## src/rtl/alarm_cmp_pkg.sv

```systemverilog
package alarm_cmp_pkg;

   // Register indices and control-bit positions that software decodes.
   localparam int ALARM_BASE_DEF = 8;
   localparam int CTRL_IDX_DEF   = 14;
   localparam int FLAG_BIT_DEF   = 0;
   localparam int IE_BIT_DEF     = 3;

   // Control state kept by the flag/enable unit.
   typedef struct packed {
      logic ie;
      logic flag;
   } alarm_ctrl_t;

endpackage

```

## src/rtl/alarm_cmp_slot.sv

```systemverilog
module alarm_cmp_slot #(
   parameter int DATA_W   = 8,
   parameter int ADDR_W   = 4,
   parameter int SLOT_IDX = 8,
   parameter bit CMP_FULL = 1'b0
) (
   input  logic              clk,
   input  logic              rst_n,
   input  logic              wr_en,
   input  logic [ADDR_W-1:0] wr_addr,
   input  logic [DATA_W-1:0] wr_data,
   input  logic [DATA_W-1:0] cur,
   output logic [DATA_W-1:0] slot_val,
   output logic              enabled,
   output logic              hit,
   output logic              written
);
   localparam int EN_BIT = DATA_W - 1;
   localparam int VAL_W  = DATA_W - 1;
   localparam logic [DATA_W-1:0] CMP_MASK =
      CMP_FULL ? {DATA_W{1'b1}} : {1'b0, {VAL_W{1'b1}}};

   logic [DATA_W-1:0] slot_q;
   logic [DATA_W-1:0] target;
   logic              sel;
   logic              eq;

   assign sel = wr_en && (wr_addr == ADDR_W'(SLOT_IDX));

   always_ff @(posedge clk or negedge rst_n) begin
      if (!rst_n)   slot_q <= '0;
      else if (sel) slot_q <= wr_data;
   end

   assign target   = {1'b0, slot_q[VAL_W-1:0]};
   assign eq       = ((cur ^ target) & CMP_MASK) == '0;
   assign enabled  = slot_q[EN_BIT];
   assign hit      = !enabled || eq;
   assign written  = sel;
   assign slot_val = slot_q;
endmodule

```

## src/rtl/alarm_cmp_eval.sv

```systemverilog
module alarm_cmp_eval #(
   parameter int NUM_FIELDS = 6
) (
   input  logic                  clk,
   input  logic                  rst_n,
   input  logic                  tick,
   input  logic                  rearm,
   input  logic [NUM_FIELDS-1:0] hit_vec,
   input  logic [NUM_FIELDS-1:0] en_vec,
   output logic                  fire,
   output logic                  prev_q
);
   logic match_now;

   assign match_now = (|en_vec) && (&hit_vec);

   // prev_q remembers whether the last evaluated update matched.
   always_ff @(posedge clk or negedge rst_n) begin
      if (!rst_n)     prev_q <= 1'b0;
      else if (rearm) prev_q <= 1'b0;
      else if (tick)  prev_q <= match_now;
   end

   assign fire = tick && match_now && !prev_q;
endmodule

```

## src/rtl/alarm_cmp_ctrl.sv

```systemverilog
module alarm_cmp_ctrl
   import alarm_cmp_pkg::*;
#(
   parameter int ADDR_W   = 4,
   parameter int CTRL_IDX = CTRL_IDX_DEF
) (
   input  logic              clk,
   input  logic              rst_n,
   input  logic              wr_en,
   input  logic [ADDR_W-1:0] wr_addr,
   input  logic              wr_flag_bit,
   input  logic              wr_ie_bit,
   input  logic              fire,
   output alarm_ctrl_t       ctrl_q
);
   logic sel;

   assign sel = wr_en && (wr_addr == ADDR_W'(CTRL_IDX));

   always_ff @(posedge clk or negedge rst_n) begin
      if (!rst_n) begin
         ctrl_q <= '0;
      end else begin
         if (fire)                     ctrl_q.flag <= 1'b1;
         else if (sel && !wr_flag_bit) ctrl_q.flag <= 1'b0;
         if (sel)                      ctrl_q.ie   <= wr_ie_bit;
      end
   end
endmodule

```

## src/rtl/alarm_cmp.sv

```systemverilog
module alarm_cmp
   import alarm_cmp_pkg::*;
#(
   parameter int NUM_FIELDS = 6,
   parameter int DATA_W     = 8,
   parameter int ADDR_W     = 4,
   parameter int ALARM_BASE = ALARM_BASE_DEF,
   parameter int CTRL_IDX   = CTRL_IDX_DEF,
   parameter int FLAG_BIT   = FLAG_BIT_DEF,
   parameter int IE_BIT     = IE_BIT_DEF,
   parameter bit CMP_FULL   = 1'b0
) (
   input  logic                         clk,
   input  logic                         rst_n,
   input  logic                         wr_en,
   input  logic [ADDR_W-1:0]            wr_addr,
   input  logic [DATA_W-1:0]            wr_data,
   input  logic [ADDR_W-1:0]            rd_addr,
   output logic [DATA_W-1:0]            rd_data,
   input  logic                         sec_tick,
   input  logic [NUM_FIELDS*DATA_W-1:0] cur_fields,
   output logic                         alarm_flag,
   output logic                         alarm_irq
);
   localparam int LAST_SLOT = ALARM_BASE + NUM_FIELDS - 1;

   // Elaboration-time parameter checks.
   if (DATA_W < 2) begin : g_bad_width
      $error("alarm_cmp: DATA_W must be at least 2");
   end
   if (NUM_FIELDS < 1) begin : g_bad_count
      $error("alarm_cmp: NUM_FIELDS must be at least 1");
   end
   if (CTRL_IDX >= ALARM_BASE && CTRL_IDX <= LAST_SLOT) begin : g_overlap
      $error("alarm_cmp: control index overlaps the alarm bytes");
   end
   if (LAST_SLOT >= (1 << ADDR_W) || CTRL_IDX >= (1 << ADDR_W)) begin : g_range
      $error("alarm_cmp: register index outside ADDR_W");
   end
   if (FLAG_BIT == IE_BIT || FLAG_BIT >= DATA_W || IE_BIT >= DATA_W) begin : g_bits
      $error("alarm_cmp: bad control bit positions");
   end

   logic [DATA_W-1:0]     slot_val [NUM_FIELDS];
   logic [NUM_FIELDS-1:0] en_vec;
   logic [NUM_FIELDS-1:0] hit_vec;
   logic [NUM_FIELDS-1:0] wr_vec;
   logic                  fire;
   logic                  prev_q;
   logic                  ie_q;
   alarm_ctrl_t           ctrl_q;

   for (genvar i = 0; i < NUM_FIELDS; i++) begin : g_slot
      alarm_cmp_slot #(
         .DATA_W   (DATA_W),
         .ADDR_W   (ADDR_W),
         .SLOT_IDX (ALARM_BASE + i),
         .CMP_FULL (CMP_FULL)
      ) i_slot (
         .clk      (clk),
         .rst_n    (rst_n),
         .wr_en    (wr_en),
         .wr_addr  (wr_addr),
         .wr_data  (wr_data),
         .cur      (cur_fields[i*DATA_W +: DATA_W]),
         .slot_val (slot_val[i]),
         .enabled  (en_vec[i]),
         .hit      (hit_vec[i]),
         .written  (wr_vec[i])
      );
   end

   alarm_cmp_eval #(
      .NUM_FIELDS (NUM_FIELDS)
   ) i_eval (
      .clk     (clk),
      .rst_n   (rst_n),
      .tick    (sec_tick),
      .rearm   (|wr_vec),
      .hit_vec (hit_vec),
      .en_vec  (en_vec),
      .fire    (fire),
      .prev_q  (prev_q)
   );

   alarm_cmp_ctrl #(
      .ADDR_W   (ADDR_W),
      .CTRL_IDX (CTRL_IDX)
   ) i_ctrl (
      .clk         (clk),
      .rst_n       (rst_n),
      .wr_en       (wr_en),
      .wr_addr     (wr_addr),
      .wr_flag_bit (wr_data[FLAG_BIT]),
      .wr_ie_bit   (wr_data[IE_BIT]),
      .fire        (fire),
      .ctrl_q      (ctrl_q)
   );

   assign ie_q       = ctrl_q.ie;
   assign alarm_flag = ctrl_q.flag;
   assign alarm_irq  = ctrl_q.flag && ctrl_q.ie;

   always_comb begin
      rd_data = '0;
      for (int i = 0; i < NUM_FIELDS; i++) begin
         if (rd_addr == ADDR_W'(ALARM_BASE + i)) rd_data = slot_val[i];
      end
      if (rd_addr == ADDR_W'(CTRL_IDX)) begin
         rd_data[FLAG_BIT] = ctrl_q.flag;
         rd_data[IE_BIT]   = ctrl_q.ie;
      end
   end
endmodule

```

## config.mk

```make
export PLATFORM = sky130hd
export DESIGN_NAME = alarm_cmp
export DESIGN_NICKNAME = d
export VERILOG_FILES = /design/src/rtl/alarm_cmp_pkg.sv /design/src/rtl/alarm_cmp_slot.sv /design/src/rtl/alarm_cmp_eval.sv /design/src/rtl/alarm_cmp_ctrl.sv /design/src/rtl/alarm_cmp.sv
export SDC_FILE = /design/constraint.sdc
export NUM_CORES = 1
export LEC_CHECK = 0
export BUFFER_PORTS_ARGS = -buffer_cell sky130_fd_sc_hd__buf_2
export CORE_ASPECT_RATIO = 0.6
export CORE_UTILIZATION = 59
export CTS_CLUSTER_DIAMETER = 100
export DETAILED_ROUTE_END_ITERATION = 8
export PLACE_DENSITY = 0.86
export RECOVER_POWER = 50
export SYNTH_ARGS = -nofsm -noshare
export SYNTH_HDL_FRONTEND = slang
export SYNTH_HIERARCHICAL = 1
export SYNTH_SLANG_ARGS = --single-unit
export TNS_END_PERCENT = 5
```

## constraint.sdc

```tcl
create_clock -name clk -period 2.7 [get_ports clk]
set_input_delay 0.27 -clock clk [delete_from_list [all_inputs] [get_ports clk]]
set_output_delay 0.27 -clock clk [all_outputs]
set_load 0.05 [all_outputs]
```

==> results of run 1 <==
[worst max-delay path, cell delays in order]
cell and delay, ns:
buf_2 0.35, nor2b_1 0.65, a22oi_1 0.21, o2bb2ai_1 0.23, o22a_1 0.16, buf_2 0.26
[where the power goes]
part	internal [uW]	total (uW)	switching, uW
clock	300	556	256
combinational	381	735	354
sequential	941	1170	228
[state kept, by name, summed over array words and instances, names as in the netlist]
signal	count
g_slot.i_slot/slot_val	48
i_eval/prev_q	1
i_ctrl/ctrl_q	2
[area by class of cell]
type	count	area (sq um)	share of cell area (%)
tap	66	82.58	2.215
multi-input combinational	207	1883	50.50
timing repair buffer	72	361.6	9.698
clock inverter	2	35.03	0.9396
inverter	2	7.507	0.2013
sequential	51	1276	34.23
clock buffer	6	82.58	2.215
[cells in the mapped netlist (all sizes together), types with 3 or more instances]
cell type / count / area (sq um)
nor2: 12 / 112.6
nand4: 10 / 92.59
o22a: 4 / 35.03
nand2b: 8 / 57.55
mux2: 49 / 615.6
nand2: 5 / 18.77
a21oi: 9 / 45.04
a211oi: 6 / 50.05
nor2b: 6 / 45.04
o21ai: 4 / 20.01
nor3: 7 / 35.03
dfrtp: 51 / 1276
nand4b: 3 / 71.32
buf: 16 / 118.9
o41ai: 6 / 52.55
xnor2: 24 / 210.2
nand3: 3 / 15.01
o2bb2ai: 4 / 35.03
a22oi: 6 / 45.04
xor2: 18 / 157.7
[metal layers]
layer | up-vias | GRT usage, % | part of all wire (%)
met1 | 1228 | 45.22 | 48
li1 | 1140 | - | -
met5 | - | 0 | 0
met2 | 148 | 43.86 | 41
met3 | 13 | 7.953 | 9.4
met4 | 0 | 8.529 | 1.4
[cell families after synthesis]
logic type | share of synthesized area, %
and+or+nand+nor | 16.89
buffers and inverters | 3.807
AOI/OAI and AO/OA | 10.63
DFF | 38.45
xor gates and xnor gates | 11.08
muxes | 19.15
[path summary, 6_finish.rpt]
path	to	slack, ns
min in group clk	g_slot[5].i_slot/slot_val[7]	0.27
min reg2reg	i_ctrl/ctrl_q[1]	0.55
max reg2reg	i_ctrl/ctrl_q[0]	0.47
max in group asynchronous	g_slot[2].i_slot/slot_val[0]	1.70
max	rd_data[7]	0.30
min	g_slot[5].i_slot/slot_val[5]	0.23
[layout by cell type (no fill, tap or decap), drive strengths merged, types with 5 or more instances in the layout]
cell type  Yosys  layout
a211oi         6       6
a21oi          9       9
a22oi          6       6
buf           16      70
clkbuf         0       8
dfrtp         51      51
mux2          49      49
nand2          5       5
nand2b         8       8
nand4         10      10
nor2          12      12
nor2b          6       6
nor3           7       7
o41ai          6       6
xnor2         24      24
xor2          18      18
[through the flow]
stage	utilization (%)	area, sq um
2_1_floorplan	-	3319
5_1_grt	71.29	3729
3_3_place_gp	69.71	3646
6_report	71.29	3729
4_1_cts	71.96	3764
3_5_place_dp	69.71	3646
==> results.py, run 1 <==
metrics = {
    "status": {
        "status": "finished clean",
    },
    "min_path": {
        "hold_path_class": "input port to async pin",
    },
    "logic_synthesis": {
        "avgSynthCellArea_sq_um": 12.03,
        "ys.flop_type": "dfrtp_1",
        "synth_edf_count": 0,
        "yosysSeqAreaShare_pct": 38.45,
        "synthDistinctLibCells": 49,
        "netlist_area_sq_mm": 0.003319,
        "synthCells": 276,
        "ys_async_sr_fraction_pct": 100.0,
        "ys_seq_elements": 51,
        "yosysWarningCount": 6,
        "synth_fp_nets": 344,
    },
    "clock_tree": {
        "cts_tree": "done",
        "cts_resized": 0,
        "post_cts_buffers": 0,
        "numCtsBuffers": 5,
        "cts.sinks": 51,
        "cts_buffer_depth": 2,
        "htree_levels": 2,
        "postCtsHoldBufs": 0,
        "clkLatencyLatePin_ns": 0.31,
        "path_clk_slew_ns": 0.09,
        "root_buffer": "clkbuf_8",
    },
    "setup_path": {
        "worstReg2RegStart": "g_slot[5].i_slot/slot_val[2]",
        "cp.arrival_ns": 2.13,
        "worstSetupEndpointType": "output pin",
        "critPathKind": "input port to output pin",
        "cp_max_fo": 24,
        "rr_worst_depth": 8,
        "timing.critical_path.required_ns": 2.43,
        "startpoint": "rd_addr[1]",
        "critPathLaunchType": "input port",
    },
    "drt": {
        "drt_wl_total_um": 8256,
        "viasPerCell": 6.229,
        "drt-pass1-iter-count": 4,
        "ant_nets": 0,
        "route.detailed.drc": 0,
        "drt_iter0_drc": 174,
        "wire_per_inst_um": 20.33,
        "vias": 2529,
    },
    "timing": {
        "relSlewSlack_pct": 14.27,
        "min_period_ns": 2.402,
        "worst_pin_slew_ns": 1.286,
        "clock.fmax_mhz": 416.2,
        "rsz0062_at_grt": "no",
        "hold_viol": 0,
        "setup_violations": 0,
        "worst_slack_ns": 0.2976,
        "period_share_pct": 88.98,
        "setup_tns_ns": 0,
        "fin_skew_ns": 0.005627,
        "slew_viol_final": 0,
        "finalHoldWorstSlack_ns": 0.2291,
    },
    "final_layout": {
        "diodes": 0,
        "nFillCells": 387,
        "area_delta_synth_final_pct": 12.33,
        "fin_cells": 406,
        "nets": 407,
        "drive_gt1_share_pct": 38.53,
    },
    "global_route": {
        "grt_pass1_wl_um": 13040,
        "track_usage_pct": 30.48,
        "grt_max_degree": 52,
        "grt_pass1_vias": 2363,
        "grt_antenna_before_repair": 0,
        "overflow": 0,
    },
    "run": {
        "max_cap_viol_count": 0,
    },
    "place": {
        "post-place-ws_ns": 0.4323,
        "gp_congestion": 0.8342,
        "hpwlAfterDp_um": 6193,
        "dp_cells": 398,
        "port_buffers": 71,
    },
    "die": {
        "core-area_sq_mm": 0.005230,
        "rows": 20,
        "dieHeight_um": 60.10,
        "start_util_pct": 63.47,
        "die-area_sq_mm": 0.005940,
        "die_w_um": 98.84,
        "pin_count": 78,
    },
    "pwr": {
        "power_density_mw_per_mm2": 659.6,
        "power_leakage_uw": 0.001691,
        "power_uw": 2459,
        "irDropWorstVdd_mv": 0.3727,
    },
}
Note: power is estimated with default switching activity, not from simulation.
==> run 2, diff against run 1 <==
ABC_AREA = 1   (was default)
CORE_UTILIZATION = 60   (was 59)
PLACE_DENSITY = 0.87   (was 0.86)
==> run 2 against run 1 <==
Effect of this change:
- register-to-register slack better by 0.63 ns
- highest routed layer unchanged
- via count grew 45%
- wire length up 20%
- non-clock buffer count increased by 2
- largest power group unchanged
==> results.py, run 2 <==
metrics = {
    "final_layout": {
        "nFillCells": 549,
        "final_common_cell": "nand2_1",
        "layout_common_cells": "nand2_1, inv_1, buf_2, dfrtp_1, o21ai_0",
        "drive_gt1_share_pct": 18.51,
        "postLayoutCoreUtil_pct": 70.18,
        "area_delta_synth_final_pct": 9.746,
        "finalInstanceArea_sq_mm": 0.004001,
        "nets": 683,
        "largest_reg_flops": 48,
        "diodes": 0,
    },
    "logic_synthesis": {
        "synth_fp_nets": 616,
        "avgSynthCellArea_sq_um": 6.653,
        "yosysWarningCount": 6,
        "synth.area.top_cells": "dfrtp_1, nand2_1, inv_1",
        "ys_async_sr_fraction_pct": 100.0,
        "netlist_area_sq_mm": 0.003646,
        "synthCells": 548,
        "ys_seq_elements": 51,
        "yosysSeqAreaShare_pct": 35.00,
        "synth_commonest_cells": "nand2_1, inv_1, dfrtp_1",
        "synth_top_area_share_pct": 35.00,
        "synthDistinctLibCells": 28,
        "yosysMostFrequentCell": "nand2_1",
        "synth_edf_count": 0,
        "ys.flop_type": "dfrtp_1",
        "yosysTopAreaCell": "dfrtp_1",
    },
    "global_route": {
        "grt_pass1_wl_um": 16070,
        "grt_pass1_vias": 3393,
        "track_usage_pct": 33.48,
        "grt_max_degree": 44,
        "grt_antenna_before_repair": 0,
        "overflow": 0,
    },
    "drt": {
        "viasPerCell": 5.273,
        "drt-pass1-iter-count": 5,
        "drt_iter0_drc": 400,
        "route.detailed.drc": 0,
        "drt_wl_total_um": 9933,
        "vias": 3670,
        "wire_per_inst_um": 14.27,
        "ant_nets": 0,
    },
    "pwr": {
        "power_leakage_uw": 0.002268,
        "power_density_mw_per_mm2": 605.9,
        "irDropWorstVdd_mv": 0.3631,
    },
    "clock_tree": {
        "htree_levels": 2,
        "root_buffer": "clkbuf_8",
        "clkLatencyLatePin_ns": 0.31,
        "numCtsBuffers": 5,
        "post_cts_buffers": 0,
        "cts.sinks": 51,
        "path_clk_slew_ns": 0.09,
        "cts_tree": "done",
        "cts_buffer_depth": 2,
        "cts_resized": 0,
    },
    "place": {
        "port_buffers": 71,
        "placed_cell_area_sq_mm": 0.003960,
        "hpwlAfterDp_um": 7480,
        "gp_congestion": 0.8896,
    },
    "die": {
        "die_w_um": 102.6,
        "core-area_sq_mm": 0.005702,
        "pin_count": 78,
        "start_util_pct": 63.95,
        "die-area_sq_mm": 0.006402,
        "rows": 21,
        "dieHeight_um": 62.38,
    },
    "setup_path": {
        "rr_worst_depth": 12,
        "critPathLaunchType": "input port",
        "timing.critical_path.required_ns": 2.43,
        "cp_max_fo": 15,
        "cp.arrival_ns": 1.70,
        "critPathKind": "input port to output pin",
        "worstSetupEndpointType": "output pin",
    },
    "timing": {
        "fin_skew_ns": 0.006134,
        "relSlewSlack_pct": 29.21,
        "min_period_ns": 1.965,
        "setup_violations": 0,
        "rsz0062_at_grt": "no",
        "hold_viol": 0,
        "setup_tns_ns": 0,
        "slew_viol_final": 0,
        "worst_pin_slew_ns": 1.057,
        "period_share_pct": 72.78,
        "clock.fmax_mhz": 508.9,
    },
    "run": {
        "max_cap_viol_count": 0,
    },
    "min_path": {
        "hold_path_class": "input port to flop",
        "hold_depth": 4,
    },
    "status": {
        "status": "finished clean",
    },
}
run 2: worst paths after layout:
kind                                         startpoint                      endpoint  slack (ns)
setup / recovery                             rd_addr[2]                    rd_data[2]        0.73
hold / removal                                 sec_tick                 i_eval/prev_q        0.25
setup reg to reg           g_slot[2].i_slot/slot_val[5]              i_ctrl/ctrl_q[0]        1.10
hold reg to reg                           i_eval/prev_q              i_ctrl/ctrl_q[0]        0.53
max in group asynchronous                         rst_n  g_slot[2].i_slot/slot_val[7]        1.30
min in group asynchronous                         rst_n  g_slot[4].i_slot/slot_val[5]        0.43
run 2: critical path: stages:
cell     delay [ns]
buf_2          0.11
nor2_2         0.36
buf_4          0.28
nand3_1        0.10
and3_1         0.19
nand4_1        0.10
buf_2          0.28
run 2: kinds of logic (layout without fill, tap and decap cells):
family | Yosys count | after routing | share of synthesized area (%)
AND/OR/NAND/NOR | 315 | 315 | 38.02
buffers and inverters | 127 | 195 | 16.13
AO/OA/AOI/OAI | 55 | 55 | 10.84
flip-flops | 51 | 51 | 35.00
run 2: timing repair:
item | CTS | global route
setup endpoints to repair | 0 | 0
hold buffers | 1 | 0
hold endpoints to repair | 8 | 0
run 2: per-layer routing:
| layer | vias up | GRT usage (%) | share of wire [%] | wire length [um] |
|---|---|---|---|---|
| li1 | 1790 | - | - | - |
| met1 | 1664 | 52.44 | 45 | 4496 |
| met2 | 201 | 48.08 | 42 | 4157 |
| met3 | 15 | 5.705 | 12 | 1155 |
| met4 | 0 | 6.964 | 1.2 | 124 |
| met5 | - | 0 | 0 | 0 |
run 2: per-stage QoR:
| step | std cells | total power, uW | setup WS (ns) | hold WS (ns) |
|---|---|---|---|---|
| floorplan | 548 | 1659 | 1.140 | -0.02559 |
| finish | 696 | 2424 | 0.7349 | 0.2519 |
| CTS | 696 | 2461 | 0.7675 | 0.2477 |
| global placement | 687 | 1857 | 0.8067 | 0.1299 |
| detailed placement | 687 | 1906 | 0.7772 | 0.1347 |
| global route | 696 | 2590 | 0.6213 | 0.2523 |
run 2: area by class of cell:
type	count	area (sq um)	share of cell area (%)
Timing Repair Buffer	74	376.6	9.412
Sequential cell	51	1276	31.89
Tap cell	80	100.1	2.502
Multi-Input combinational cell	370	1703	42.56
Inverter	113	427.9	10.69
Clock inverter	2	35.03	0.8755
Clock buffer	6	82.58	2.064
run 2: power breakdown:
group	switching [uW]	internal (uW)	total, uW
logic	480	254	733
clock network	258	300	558
registers	187	946	1130
==> run 3, diff against run 2 <==
CORE_UTILIZATION = 55   (was 60)
PLACE_DENSITY = 0.8   (was 0.87)
clock period = 1.9 ns   (was 2.7 ns; I/O delays follow)
==> run 3 against run 2 <==
Effect of this change:
- flip-flop and latch count unchanged
- first-iteration DRC count shrank 0.75%
- total power is 36% higher
- die area rose by 8.9%
- combinational power rose by 41%
- sequential power rose by 43%
- design area hardly changed
- via count is 2.3% lower
- non-clock buffer count grew 2
- clock skew about the same
- sequential share of layout area about the same
- hold slack got worse by 0.085 ns
- largest cell class unchanged
==> results.py, run 3 (synthesis gave the netlist of run 2 again) <==
metrics = {
    "min_path": {
        "hold_path_class": "input port to flop",
        "hold_depth": 4,
    },
    "place": {
        "dp_cells": 693,
        "gp_congestion": 0.9529,
        "hpwlAfterDp_um": 7573,
        "port_buffers": 71,
        "post-place-ws_ns": 0.2853,
    },
    "timing": {
        "rsz0062_at_grt": "no",
        "fin_skew_ns": 0.006380,
        "slew_viol_final": 0,
        "setup_tns_ns": 0,
        "period_share_pct": 87.60,
        "relSlewSlack_pct": 46.56,
        "worst_pin_slew_ns": 0.8017,
        "worst_slack_ns": 0.2355,
        "hold_viol": 0,
        "min_period_ns": 1.664,
        "setup_violations": 0,
        "clock.fmax_mhz": 600.8,
    },
    "clock_tree": {
        "cts_buffer_depth": 2,
        "path_clk_slew_ns": 0.10,
        "post_cts_buffers": 0,
        "cts_resized": 0,
        "cts.sinks": 51,
        "numCtsBuffers": 5,
        "htree_levels": 2,
        "clkLatencyLatePin_ns": 0.31,
        "postCtsHoldBufs": 1,
        "root_buffer": "clkbuf_8",
        "cts_tree": "done",
    },
    "final_layout": {
        "nets": 685,
        "drive_gt1_share_pct": 19.26,
        "area_delta_synth_final_pct": 9.643,
        "largest_reg_flops": 48,
        "fin_cells": 702,
        "final_common_cell": "nand2_1",
        "layout_common_cells": "nand2_1, inv_1, buf_2, dfrtp_1, o21ai_0",
        "diodes": 0,
    },
    "global_route": {
        "grt_pass1_vias": 3240,
        "overflow": 0,
        "grt_antenna_before_repair": 0,
        "grt_max_degree": 25,
        "track_usage_pct": 30.42,
        "grt_pass1_wl_um": 15810,
    },
    "drt": {
        "drt_iter0_drc": 397,
        "drt_wl_total_um": 9847,
        "wire_per_inst_um": 14.03,
        "drt-pass1-iter-count": 5,
        "ant_nets": 0,
        "vias": 3587,
        "viasPerCell": 5.110,
        "route.detailed.drc": 0,
    },
    "pwr": {
        "power_uw": 3290,
        "irDropWorstVdd_mv": 0.3799,
        "power_leakage_uw": 0.002277,
        "power_density_mw_per_mm2": 823.0,
    },
    "status": {
        "status": "finished clean",
    },
    "die": {
        "die_w_um": 107.1,
        "start_util_pct": 58.35,
        "die-area_sq_mm": 0.006969,
        "dieHeight_um": 65.07,
        "pin_count": 78,
        "core-area_sq_mm": 0.006248,
        "rows": 22,
    },
    "setup_path": {
        "timing.critical_path.required_ns": 1.71,
        "cp.arrival_ns": 1.47,
        "critPathLaunchType": "input port",
        "rr_worst_depth": 12,
        "cp_max_fo": 8,
        "worstSetupEndpointType": "output pin",
        "critPathKind": "input port to output pin",
    },
    "run": {
        "max_cap_viol_count": 0,
    },
}
-- run 3: changes by cell type in the layout (fill, tap and decap cells not counted), moves of 2 or more --
cell,previous run,this run
buf_2,68,70
nor2_2,8,10
nor2_1,26,24
clkinv_2,1,4
-- run 3: cell type report --
cell class / count / area, sq um
Inverter: 113 / 427.9
Tap cell: 84 / 105.1
Sequential cell: 51 / 1276
Multi-Input combinational cell: 370 / 1714
Timing Repair Buffer: 76 / 390.4
Fill cell: 629 / 2251
Clock buffer: 5 / 68.82
Clock inverter: 3 / 15.01
-- run 3: worst paths after layout --
| path | startpoint | endpoint | slack (ns) |
|---|---|---|---|
| worst max register to register | g_slot[5].i_slot/slot_val[5] | i_ctrl/ctrl_q[0] | 0.28 |
| worst max-delay path | rd_addr[0] | rd_data[3] | 0.24 |
| worst min-delay path | sec_tick | i_eval/prev_q | 0.17 |
| worst min register to register | i_eval/prev_q | i_ctrl/ctrl_q[0] | 0.55 |
| min in group asynchronous | rst_n | g_slot[4].i_slot/slot_val[2] | 0.39 |
| max in group asynchronous | rst_n | g_slot[0].i_slot/slot_val[6] | 0.87 |
-- run 3: metal layers --
metal | track usage [%] | vias to the layer above | share of wire, %
met5 | 0 | - | 0
met4 | 8.904 | 0 | 1.4
met3 | 5.030 | 19 | 11
met2 | 44.27 | 175 | 41
met1 | 46.02 | 1595 | 47
li1 | - | 1798 | -
-- run 3: stage by stage --
step	cell area, sq um	utilization (%)	hold slack (ns)
after global placement	3980	63.70	0.1940
after detailed placement	3980	63.70	0.2053
final	3998	63.98	0.1671
after floorplan	3646	-	-0.1056
after CTS	4074	65.20	0.1597
after global routing	3998	63.98	0.1603
-- run 3: critical path, stage by stage --
cell     delay, ns
buf_2         0.17
inv_1         0.10
nor3_2        0.46
nand2_1       0.12
nand4_1       0.15
buf_2         0.28
-- run 3: power breakdown --
group          total (uW)  internal [uW]  leakage [uW]  switching (uW)
clock                 638            254     0.0000477             384
combinational        1030            364       0.00162             670
sequential           1620           1340      0.000612             274
